<file path="src/rtl/mac40_pkg.sv">
package mac40_pkg;

  // operand signedness: bit 1 = op_a signed, bit 0 = op_b signed
  typedef enum logic [1:0] {
    MUL_UU = 2'b00,
    MUL_US = 2'b01,
    MUL_SU = 2'b10,
    MUL_SS = 2'b11
  } mul_mode_e;

  // controls that travel with a product into the accumulate stage
  typedef struct packed {
    logic subtract;
    logic accumulate;
    logic round_en;
    logic ms;
  } mac_ctrl_t;

endpackage

</file>
<file path="src/rtl/mac40_mul.sv">
module mac40_mul
  import mac40_pkg::*;
#(
  parameter int OP_W    = 16,
  parameter int GUARD_W = 8
) (
  input  logic                         clk,
  input  logic                         rst_n,
  input  logic                         in_valid,
  input  logic [OP_W-1:0]              op_a,
  input  logic [OP_W-1:0]              op_b,
  input  logic [1:0]                   mode,
  input  logic                         mp_mode,
  input  logic                         negate,
  output logic                         valid_q,
  output logic [2*OP_W+GUARD_W-1:0]    prod_q,
  output logic                         prod_sat_q
);

  localparam int PROD_W = 2 * OP_W;
  localparam int ACC_W  = PROD_W + GUARD_W;
  localparam int XW     = PROD_W + 2;
  localparam logic [ACC_W-1:0] POS32  = {{(GUARD_W+1){1'b0}}, {(PROD_W-1){1'b1}}};
  localparam logic [OP_W-1:0]  OP_MIN = {1'b1, {(OP_W-1){1'b0}}};

  // true-value product, optional doubling with its one saturating corner, optional negation
  function automatic logic [ACC_W-1:0] form_product(
    input  logic [OP_W-1:0] a,
    input  logic [OP_W-1:0] b,
    input  logic            a_s,
    input  logic            b_s,
    input  logic            mp,
    input  logic            neg,
    output logic            sat
  );
    logic signed [OP_W:0]  ea;
    logic signed [OP_W:0]  eb;
    logic signed [XW-1:0]  p;
    logic [ACC_W-1:0]      x;
    ea  = $signed({a_s & a[OP_W-1], a});
    eb  = $signed({b_s & b[OP_W-1], b});
    p   = ea * eb;
    x   = {{(ACC_W-XW){p[XW-1]}}, p};
    sat = 1'b0;
    if (a_s && b_s && mp) begin
      if (a == OP_MIN && b == OP_MIN) begin
        x   = POS32;
        sat = 1'b1;
      end else begin
        x = x << 1;
      end
    end
    if (neg) x = -x;
    return x;
  endfunction

  logic [ACC_W-1:0] prod_d;
  logic             sat_d;

  always_comb prod_d = form_product(op_a, op_b, mode[1], mode[0], mp_mode, negate, sat_d);

  always_ff @(posedge clk) begin
    if (!rst_n) begin
      valid_q    <= 1'b0;
      prod_q     <= '0;
      prod_sat_q <= 1'b0;
    end else begin
      valid_q <= in_valid;
      if (in_valid) begin
        prod_q     <= prod_d;
        prod_sat_q <= sat_d;
      end
    end
  end

  // the doubled minimum-by-minimum product is clipped and flagged
  p_mp_min_sat_r6: assert property (@(posedge clk) disable iff (!rst_n)
    (in_valid && mode == MUL_SS && mp_mode && !negate && op_a == OP_MIN && op_b == OP_MIN)
    |=> (prod_q == POS32 && prod_sat_q));

endmodule

</file>
<file path="src/rtl/mac40_acc.sv">
module mac40_acc
  import mac40_pkg::*;
#(
  parameter int OP_W    = 16,
  parameter int GUARD_W = 8
) (
  input  logic                         clk,
  input  logic                         rst_n,
  input  logic                         st_valid,
  input  logic [2*OP_W+GUARD_W-1:0]    prod,
  input  logic                         prod_sat,
  input  mac_ctrl_t                    ctrl,
  input  logic                         sl_clear,
  output logic                         out_valid,
  output logic [2*OP_W+GUARD_W-1:0]    acc_q,
  output logic                         n_q,
  output logic                         z_q,
  output logic                         c_q,
  output logic                         sv_q,
  output logic                         e_q,
  output logic                         sl_q
);

  localparam int PROD_W = 2 * OP_W;
  localparam int ACC_W  = PROD_W + GUARD_W;
  localparam int MSB    = ACC_W - 1;
  localparam int TOP_LO = PROD_W - 1;   // lowest of the guard+sign bits checked for range
  localparam logic [ACC_W-1:0] POS32    = {{(GUARD_W+1){1'b0}}, {(PROD_W-1){1'b1}}};
  localparam logic [ACC_W-1:0] NEG32    = {{(GUARD_W+1){1'b1}}, {(PROD_W-1){1'b0}}};
  localparam logic [ACC_W:0]   ROUND_K  = (ACC_W+1)'(1) << (OP_W - 1);
  localparam logic [ACC_W-1:0] LOW_MASK = {{(ACC_W-OP_W){1'b0}}, {OP_W{1'b1}}};

  function automatic logic out_of_32(input logic [ACC_W-1:0] v);
    return !((&v[MSB:TOP_LO]) || !(|v[MSB:TOP_LO]));
  endfunction

  // named internal events
  logic [ACC_W-1:0] base, addend, rounded, result;
  logic [ACC_W:0]   sum1, rsum;
  logic             v_add, v_rnd, carry, clip, sat_event;

  always_comb begin
    base    = ctrl.accumulate ? acc_q : '0;
    addend  = ctrl.subtract ? ~prod : prod;
    sum1    = {1'b0, base} + {1'b0, addend} + (ACC_W+1)'(ctrl.subtract);
    v_add   = (base[MSB] == addend[MSB]) && (sum1[MSB] != base[MSB]);
    rsum    = {1'b0, sum1[MSB:0]} + (ctrl.round_en ? ROUND_K : '0);
    v_rnd   = !sum1[MSB] && rsum[MSB];
    carry   = sum1[ACC_W] | rsum[ACC_W];
    rounded = ctrl.round_en ? (rsum[MSB:0] & ~LOW_MASK) : rsum[MSB:0];
    clip    = ctrl.ms && out_of_32(rounded);
    result  = clip ? (rounded[MSB] ? NEG32 : POS32) : rounded;
    sat_event = st_valid && (clip || prod_sat);
  end

  always_ff @(posedge clk) begin
    if (!rst_n) begin
      out_valid <= 1'b0;
      acc_q     <= '0;
      n_q       <= 1'b0;
      z_q       <= 1'b0;
      c_q       <= 1'b0;
      sv_q      <= 1'b0;
      e_q       <= 1'b0;
      sl_q      <= 1'b0;
    end else begin
      out_valid <= st_valid;
      sl_q      <= (sl_q & ~sl_clear) | sat_event;
      if (st_valid) begin
        acc_q <= result;
        n_q   <= result[MSB];
        z_q   <= ~|result;
        c_q   <= carry;
        sv_q  <= v_add | v_rnd;
        e_q   <= out_of_32(result);
      end
    end
  end

  p_round_clear_r3: assert property (@(posedge clk) disable iff (!rst_n)
    (st_valid && ctrl.round_en && !clip) |=> (acc_q[OP_W-1:0] == '0));

  p_sat_range_r4: assert property (@(posedge clk) disable iff (!rst_n)
    (st_valid && ctrl.ms) |=> ((&acc_q[MSB:TOP_LO]) || !(|acc_q[MSB:TOP_LO])));

  p_sl_sticky_r8: assert property (@(posedge clk) disable iff (!rst_n)
    (sl_q && !sl_clear) |=> sl_q);

  p_hold_r9: assert property (@(posedge clk) disable iff (!rst_n)
    !st_valid |=> $stable(acc_q));

endmodule

</file>
<file path="src/rtl/mac40_unit.sv">
module mac40_unit
  import mac40_pkg::*;
#(
  parameter int OP_W    = 16,
  parameter int GUARD_W = 8
) (
  input  logic                         clk,
  input  logic                         rst_n,
  input  logic                         in_valid,
  input  logic [OP_W-1:0]              op_a,
  input  logic [OP_W-1:0]              op_b,
  input  logic [1:0]                   mode,
  input  logic                         negate,
  input  logic                         subtract,
  input  logic                         accumulate,
  input  logic                         round_en,
  input  logic                         mp_mode,
  input  logic                         ms_mode,
  input  logic                         sl_clear,
  output logic                         out_valid,
  output logic [2*OP_W+GUARD_W-1:0]    acc,
  output logic                         flag_n,
  output logic                         flag_z,
  output logic                         flag_c,
  output logic                         flag_sv,
  output logic                         flag_e,
  output logic                         flag_sl
);

  localparam int ACC_W = 2 * OP_W + GUARD_W;

  logic             st_valid;
  logic [ACC_W-1:0] st_prod;
  logic             st_sat;
  mac_ctrl_t        ctrl_q;

  mac40_mul #(.OP_W(OP_W), .GUARD_W(GUARD_W)) u_mul (
    .clk(clk), .rst_n(rst_n), .in_valid(in_valid),
    .op_a(op_a), .op_b(op_b), .mode(mode), .mp_mode(mp_mode), .negate(negate),
    .valid_q(st_valid), .prod_q(st_prod), .prod_sat_q(st_sat)
  );

  always_ff @(posedge clk) begin
    if (!rst_n) ctrl_q <= '0;
    else if (in_valid) ctrl_q <= '{subtract: subtract, accumulate: accumulate,
                                   round_en: round_en, ms: ms_mode};
  end

  mac40_acc #(.OP_W(OP_W), .GUARD_W(GUARD_W)) u_acc (
    .clk(clk), .rst_n(rst_n), .st_valid(st_valid), .prod(st_prod), .prod_sat(st_sat),
    .ctrl(ctrl_q), .sl_clear(sl_clear), .out_valid(out_valid), .acc_q(acc),
    .n_q(flag_n), .z_q(flag_z), .c_q(flag_c), .sv_q(flag_sv), .e_q(flag_e), .sl_q(flag_sl)
  );

  p_latency_r9: assert property (@(posedge clk) disable iff (!rst_n)
    in_valid |-> ##2 out_valid);

  p_idle_r9: assert property (@(posedge clk) disable iff (!rst_n)
    !in_valid |-> ##2 !out_valid);

endmodule

</file>
<file path="config.mk">
export PLATFORM = sky130hd
export DESIGN_NAME = mac40_unit
export DESIGN_NICKNAME = d
export VERILOG_FILES = /design/src/rtl/mac40_pkg.sv /design/src/rtl/mac40_mul.sv /design/src/rtl/mac40_acc.sv /design/src/rtl/mac40_unit.sv
export SDC_FILE = /design/constraint.sdc
export NUM_CORES = 1
export LEC_CHECK = 0
export BUFFER_PORTS_ARGS = -buffer_cell sky130_fd_sc_hd__buf_2
export CAP_MARGIN = 20
export CORE_MARGIN = 5
export CORE_UTILIZATION = 55
export CTS_CLUSTER_SIZE = 40
export DETAILED_ROUTE_END_ITERATION = 10
export GPL_ROUTABILITY_DRIVEN = 1
export PLACE_DENSITY_LB_ADDON = 0.3
export SYNTH_ARGS = -nofsm -noshare
export SYNTH_HDL_FRONTEND = slang
export SYNTH_SLANG_ARGS = --single-unit
</file>
<file path="constraint.sdc">
create_clock -name clk -period 15.5 [get_ports clk]
set_input_delay 0 -clock clk [delete_from_list [all_inputs] [get_ports clk]]
set_output_delay 0 -clock clk [all_outputs]
set_load 0.03 [all_outputs]
</file>
# --- Yosys cells after proc, flatten, opt, wreduce, memory -nomap -nowiden ---
# Cells that the tools add are included.
# Widths: inputs -> output; s select.
totals:
  ff_bits: 93
  input_bits: 44
  out_inout_bits: 47
  wordCells: 64
classes:
  addsub: 4
  n_mul: 1
  eq_ne: 4
  mux: 11
  bitwise_logic: 8
  reduce_logical: 21
op_table:
  columns: ["cell", "n"]
  rows:
  - ["$mux 40", 7]
  - ["$add 40x16->41", 1]
  - ["$add 40x40->41", 1]
  - ["$add 41x1->41", 1]
  - ["$neg 40->40", 1]
  - ["$not 40->40", 1]
  - ["$reduce_or 40->1", 1]
  - ["$mul 17x17->34", 1]
  - ["$eq 16x16->1 const B", 2]
  - ["$mux 16", 2]
  - ["$reduce_and 9->1", 2]
  - ["$reduce_or 9->1", 2]
  - ["$logic_and 1x1->1", 7]
  - ["$logic_not 1->1", 6]
  - ["$and 1x1->1", 3]
  - ["$logic_or 1x1->1", 3]
  - ["$or 1x1->1", 3]
  - ["$mux 1", 2]
  - ["$eq 1x1->1", 1]
  - ["$ne 1x1->1", 1]
  - ["$not 1->1", 1]

# --- Logic depth before layout (Yosys ltp) ---
depth:
  word_depth: 15
  depth_mapped: 29
  ltp_nobuf: 27

# --- By module ---
# Synthesis repeated with hierarchy kept, for this count alone.
unflattened:
  hier_cells: 2586
  area_unflattened_um2: 21040.2
modules_own_cells:
  columns: ["module", "instances", "cells_each", "area_per_inst_um2", "seq_area_each_um2"]
  rows:
  - ["mac40_mul", 1, 1719, 14565.2, 840.8]
  - ["mac40_acc", 1, 854, 6318.6, 920.9]
  - ["mac40_unit", 1, 13, 156.4, 80.1]

# --- Least setup slack after synthesis ---
# OpenSTA, ideal clock, no wires.
synth_path:
  kind: "input to register"
  start: "in op_a[10]"
  end: "reg u_mul.prod_q[28]"
  arrival_ps: 6945
  required_ps: 15414
  setup_slack_ps: 8469
  path_stages: 26
  n_path_buf: 2
  cell_sequence: "clkbuf_1 > clkbuf_1 > nand2_1 > fa_1 > fa_1 > fa_1 > inv_1 > fa_1 > fa_1 > inv_1 > fa_1 > inv_1 > ha_1 > a21o_1 > a21o_1 > a21oi_1 > o21ai_0 > or3_1 > o21ai_0 > a211oi_1 > a2111oi_0 > nand4_1 > or2_2 > o31ai_1 > xnor2_1 > a211oi_1"
synth_via:
  elab_chain_len: 6
  word_cells_on_any_way: 7
synth_lines:
  columns: ["element", "line_no", "rtl"]
  rows:
  - ["start: declaration", "mac40_unit.sv:10", "input logic [OP_W-1:0] op_a,"]
  - ["parallel branches: the longest is 3 deep, another holds $mul 17x17->34", null, null]
  - ["$mux 40 (*)", "mac40_mul.sv:45", "if (a_s && b_s && mp) begin"]
  - ["$neg 40->40", "mac40_mul.sv:53", "if (neg) x = -x;"]
  - ["$mux 40 (*)", "mac40_mul.sv:53", null]
  - ["end signal: assignment", "mac40_mul.sv:70", "prod_q <= prod_d;"]
  - ["end: declaration", "mac40_mul.sv:16", "output logic [2*OP_W+GUARD_W-1:0] prod_q,"]
# Every way passes the cells marked *.
# A chain may end at the register's enable or synchronous reset.

# --- Final worst setup path ---
layout_path:
  start: "in op_b[15]"
  end: "reg u_mul.prod_q[34]"
layout_via:
  elab_chain_len: 6
  word_cells_on_any_way: 8
layout_lines:
  columns: ["element", "line_no", "rtl"]
  rows:
  - ["start: declaration", "mac40_unit.sv:11", "input logic [OP_W-1:0] op_b,"]
  - ["$and 1x1->1 / $eq 16x16->1 (equally long branches)", "mac40_mul.sv:41, mac40_mul.sv:46", null]
  - ["$mul 17x17->34 / $logic_and 1x1->1 (equally long branches)", "mac40_mul.sv:42, mac40_mul.sv:46", null]
  - ["$mux 40", "mac40_mul.sv:46", "if (a == OP_MIN && b == OP_MIN) begin"]
  - ["$mux 40 (*)", "mac40_mul.sv:45", null]
  - ["$neg 40->40", "mac40_mul.sv:53", null]
  - ["$mux 40 (*)", "mac40_mul.sv:53", null]
# Mark *: on every way between the ends. The rest lies on a longest branch, timed or not.

==> results.cfg <==
[outcome]
status = finished, final reports clean

[yosys]
yosys-top-cells-count = inv_1, fa_1, nand2_1
netlist_instances = 2504
synthMuxAreaShare_pct = 0.742
yosysSeqAreaShare_pct = 9.03
ys_top_cells_by_area = fa_1, dfxtp_1, ha_1
syn_nets = 2972
synth_top_flop_cell = dfxtp_1
synth_top_family_by_area = adder cells
synth.distinct_cells = 97
synth-seq-cells = 92
syn_avg_cell_area_sq_um = 8.15
synthXorXnorAreaFrac_pct = 6.18
synthAdderAreaFrac_pct = 36.9
synth_top_area_cell = fa_1
synthSimpleGateAreaFrac_pct = 20.4
synth_compound_area_share_pct = 17.0
async_reset_ff_share_pct = 0
synth_top_area_share_pct = 29.1
synth-edff-count = 0
synth_area_sq_um = 20400
synth_most_common_cell = inv_1
yosys_warnings = 0

[hold_path]
min_from = rst_n
holdPathEnd = u_acc.acc_q[35]
hold_class = in2reg
min_path_cells = 3

[sta]
slew_headroom_pct = 41.1
finalSetupViolations = 0
fmax_mhz = 125
rsz0062_at_grt = false
fin_crit_ns = 8.03
skew_ns = 0.0131
tightest_slew_ns = 0.877
tns_ns = 0
final_hold_viol_count = 0
slew_viol_final = 0
min_period_over_period_pct = 51.8
whs_ns = 0.247

[grt]
grt_usage_pct = 26.7
grt_max_degree = 81
grt_pass1_wl_mm = 90.5
antenna_found_initial = 0
grt_overflow_total = 0
grt_pass1_vias = 18200

[clock_network]
clock_latency_ns = 0.36
postCtsHoldBufs = 5
cts-buffers-inserted = 9
cts_setup_buffers = 0
cts_tree = built
ctsResizeCount = 0
cts-root-buf = clkbuf_16
htree_levels = 3
clock-sinks = 92
clk_pin_slew_ns = 0.07
cts_buffer_depth = 2

[cells_and_area]
post-route-cell-area_sq_um = 21400
nNetsFinal = 2956
layout-drive-gt1-share_pct = 6.78
area_growth_pct = 4.67
final_cells = 2960
antenna_cells = 0

[setup_path]
setup.worst_path.end_class = register
reg2reg_slack_ns = 8.17
timing.rr.end = u_acc.acc_q[17]
cp_data_required_time_ns = 15.77
path_cells = buf_2, nand2_1, or2_2, fa_1, fa_1, inv_1, fa_1, fa_1, fa_1, inv_1, fa_1, inv_1, ha_1, nand3_1, nor3_1, o21ai_0, a211oi_1, o21ai_0, a221oi_1, nand3_1, nor4_1, nor2_1, o311a_1, a211oi_1
reg2reg_depth = 21
slowest_stage = nor4_1
cpPeakStageDelay_ns = 0.69
critPathKind = in2reg
worstPathMaxFanout = 19
crit_top_cell = fa_1
arrival_ns = 8.30
cp-start-kind = primary input
reg2reg_from = ctrl_q[3]

[floorplan]
coreArea_sq_um = 36600
dieHeight_um = 203
die_area_sq_um = 41000
core.rowCount = 70
dieWidth_um = 203
ios = 91
start_util_pct = 55.7

[route]
drt_first_iter_violations = 1037
drt_wl_total_mm = 53.9
via_per_inst = 5.98
firstDrtPassIters = 5
wire_per_inst_um = 18.2
drc_errors = 0
drtAntennaViolNets = 0
vias = 17700

[place]
dpl_cell_area_sq_um = 21000
io_buffers = 90
gp_congestion = 0.953
dpl.cell_count = 2940
hpwl_mm = 43.5

[run]
maxCapViolations = 0
==> final cells by class <==
cell class                 count  area (sq um)
inverter                     376          1410
timing repair buffer         106           583
sequential                    92          1840
clock inverter                 4          72.6
multi-input combinational   1903         16600
tap                          468           586
clock buffer                  11           253
fill                        3316         15300
==> cell usage in the layout, fill, tap and decap left out, drive strengths merged, types with 68 or more instances in the layout <==
| master | count |
|---|---|
| inv | 376 |
| fa | 297 |
| nand2 | 241 |
| and2 | 181 |
| nor2 | 133 |
| ha | 127 |
| a21oi | 111 |
| o21ai | 111 |
| buf | 101 |
| dfxtp | 92 |
| xor2 | 75 |
| xnor2 | 68 |
==> stage by stage <==
stage	utilization, %	worst slack [ns]
detailed placement	57.3	7.20
global route	58.3	6.87
finish	58.3	7.47
CTS	58.3	7.59
floorplan	-	8.47
global placement	57.3	7.52
==> layer usage <==
metal  vias to the layer above  wire length (um)  global-route usage [%]
li1                       8280                 -                       -
met1                      8782             23400                    36.0
met3                       115              2750                    3.00
met2                       518             26100                    45.5
met4                         0              1700                    8.10
met5                         -                 0                       0
==> registers in the layout, summed over array words and instances (netlist names) <==
| name | count |
|---|---|
| u_mul.prod_q | 40 |
| u_mul.prod_sat_q | 1 |
| u_acc.n_q | 1 |
| u_mul.valid_q | 1 |
| ctrl_q | 4 |
| u_acc.e_q | 1 |
| u_acc.c_q | 1 |
| u_acc.sl_q | 1 |
| u_acc.acc_q | 39 |
| u_acc.sv_q | 1 |
| u_acc.z_q | 1 |
| u_acc.out_valid | 1 |
==> how the worst max path moves through the flow <==
stage | start | endpoint | slack (ns)
finish | op_b[15] | u_mul.prod_q[34] | 7.47
global route | op_b[15] | u_mul.prod_q[34] | 6.87
CTS | op_b[15] | u_mul.prod_q[34] | 7.59
detailed placement | op_b[15] | u_mul.prod_q[34] | 7.20
global placement | op_b[15] | u_mul.prod_q[34] | 7.52
floorplan | op_a[10] | u_mul.prod_q[28] | 8.47
==> worst max-delay path, delay by kind of cell <==
kind	cells	cell delay, ns
simple gates	7	2.56
buf+inv	4	0.46
fa+ha+maj	7	3.55
compound gates	6	1.71
==> cell families after synthesis <==
kind of cell               after synthesis
adders and majority gates              424
xor gates and xnor gates               143
AOI/OAI and AO/OA                      513
buffers and inverters                  509
DFF                                     92
muxes                                   15
and+or+nand+nor                        808
Power is not shown: default switching activity piles up to over one toggle a cycle in this logic, so the estimate is an artifact.
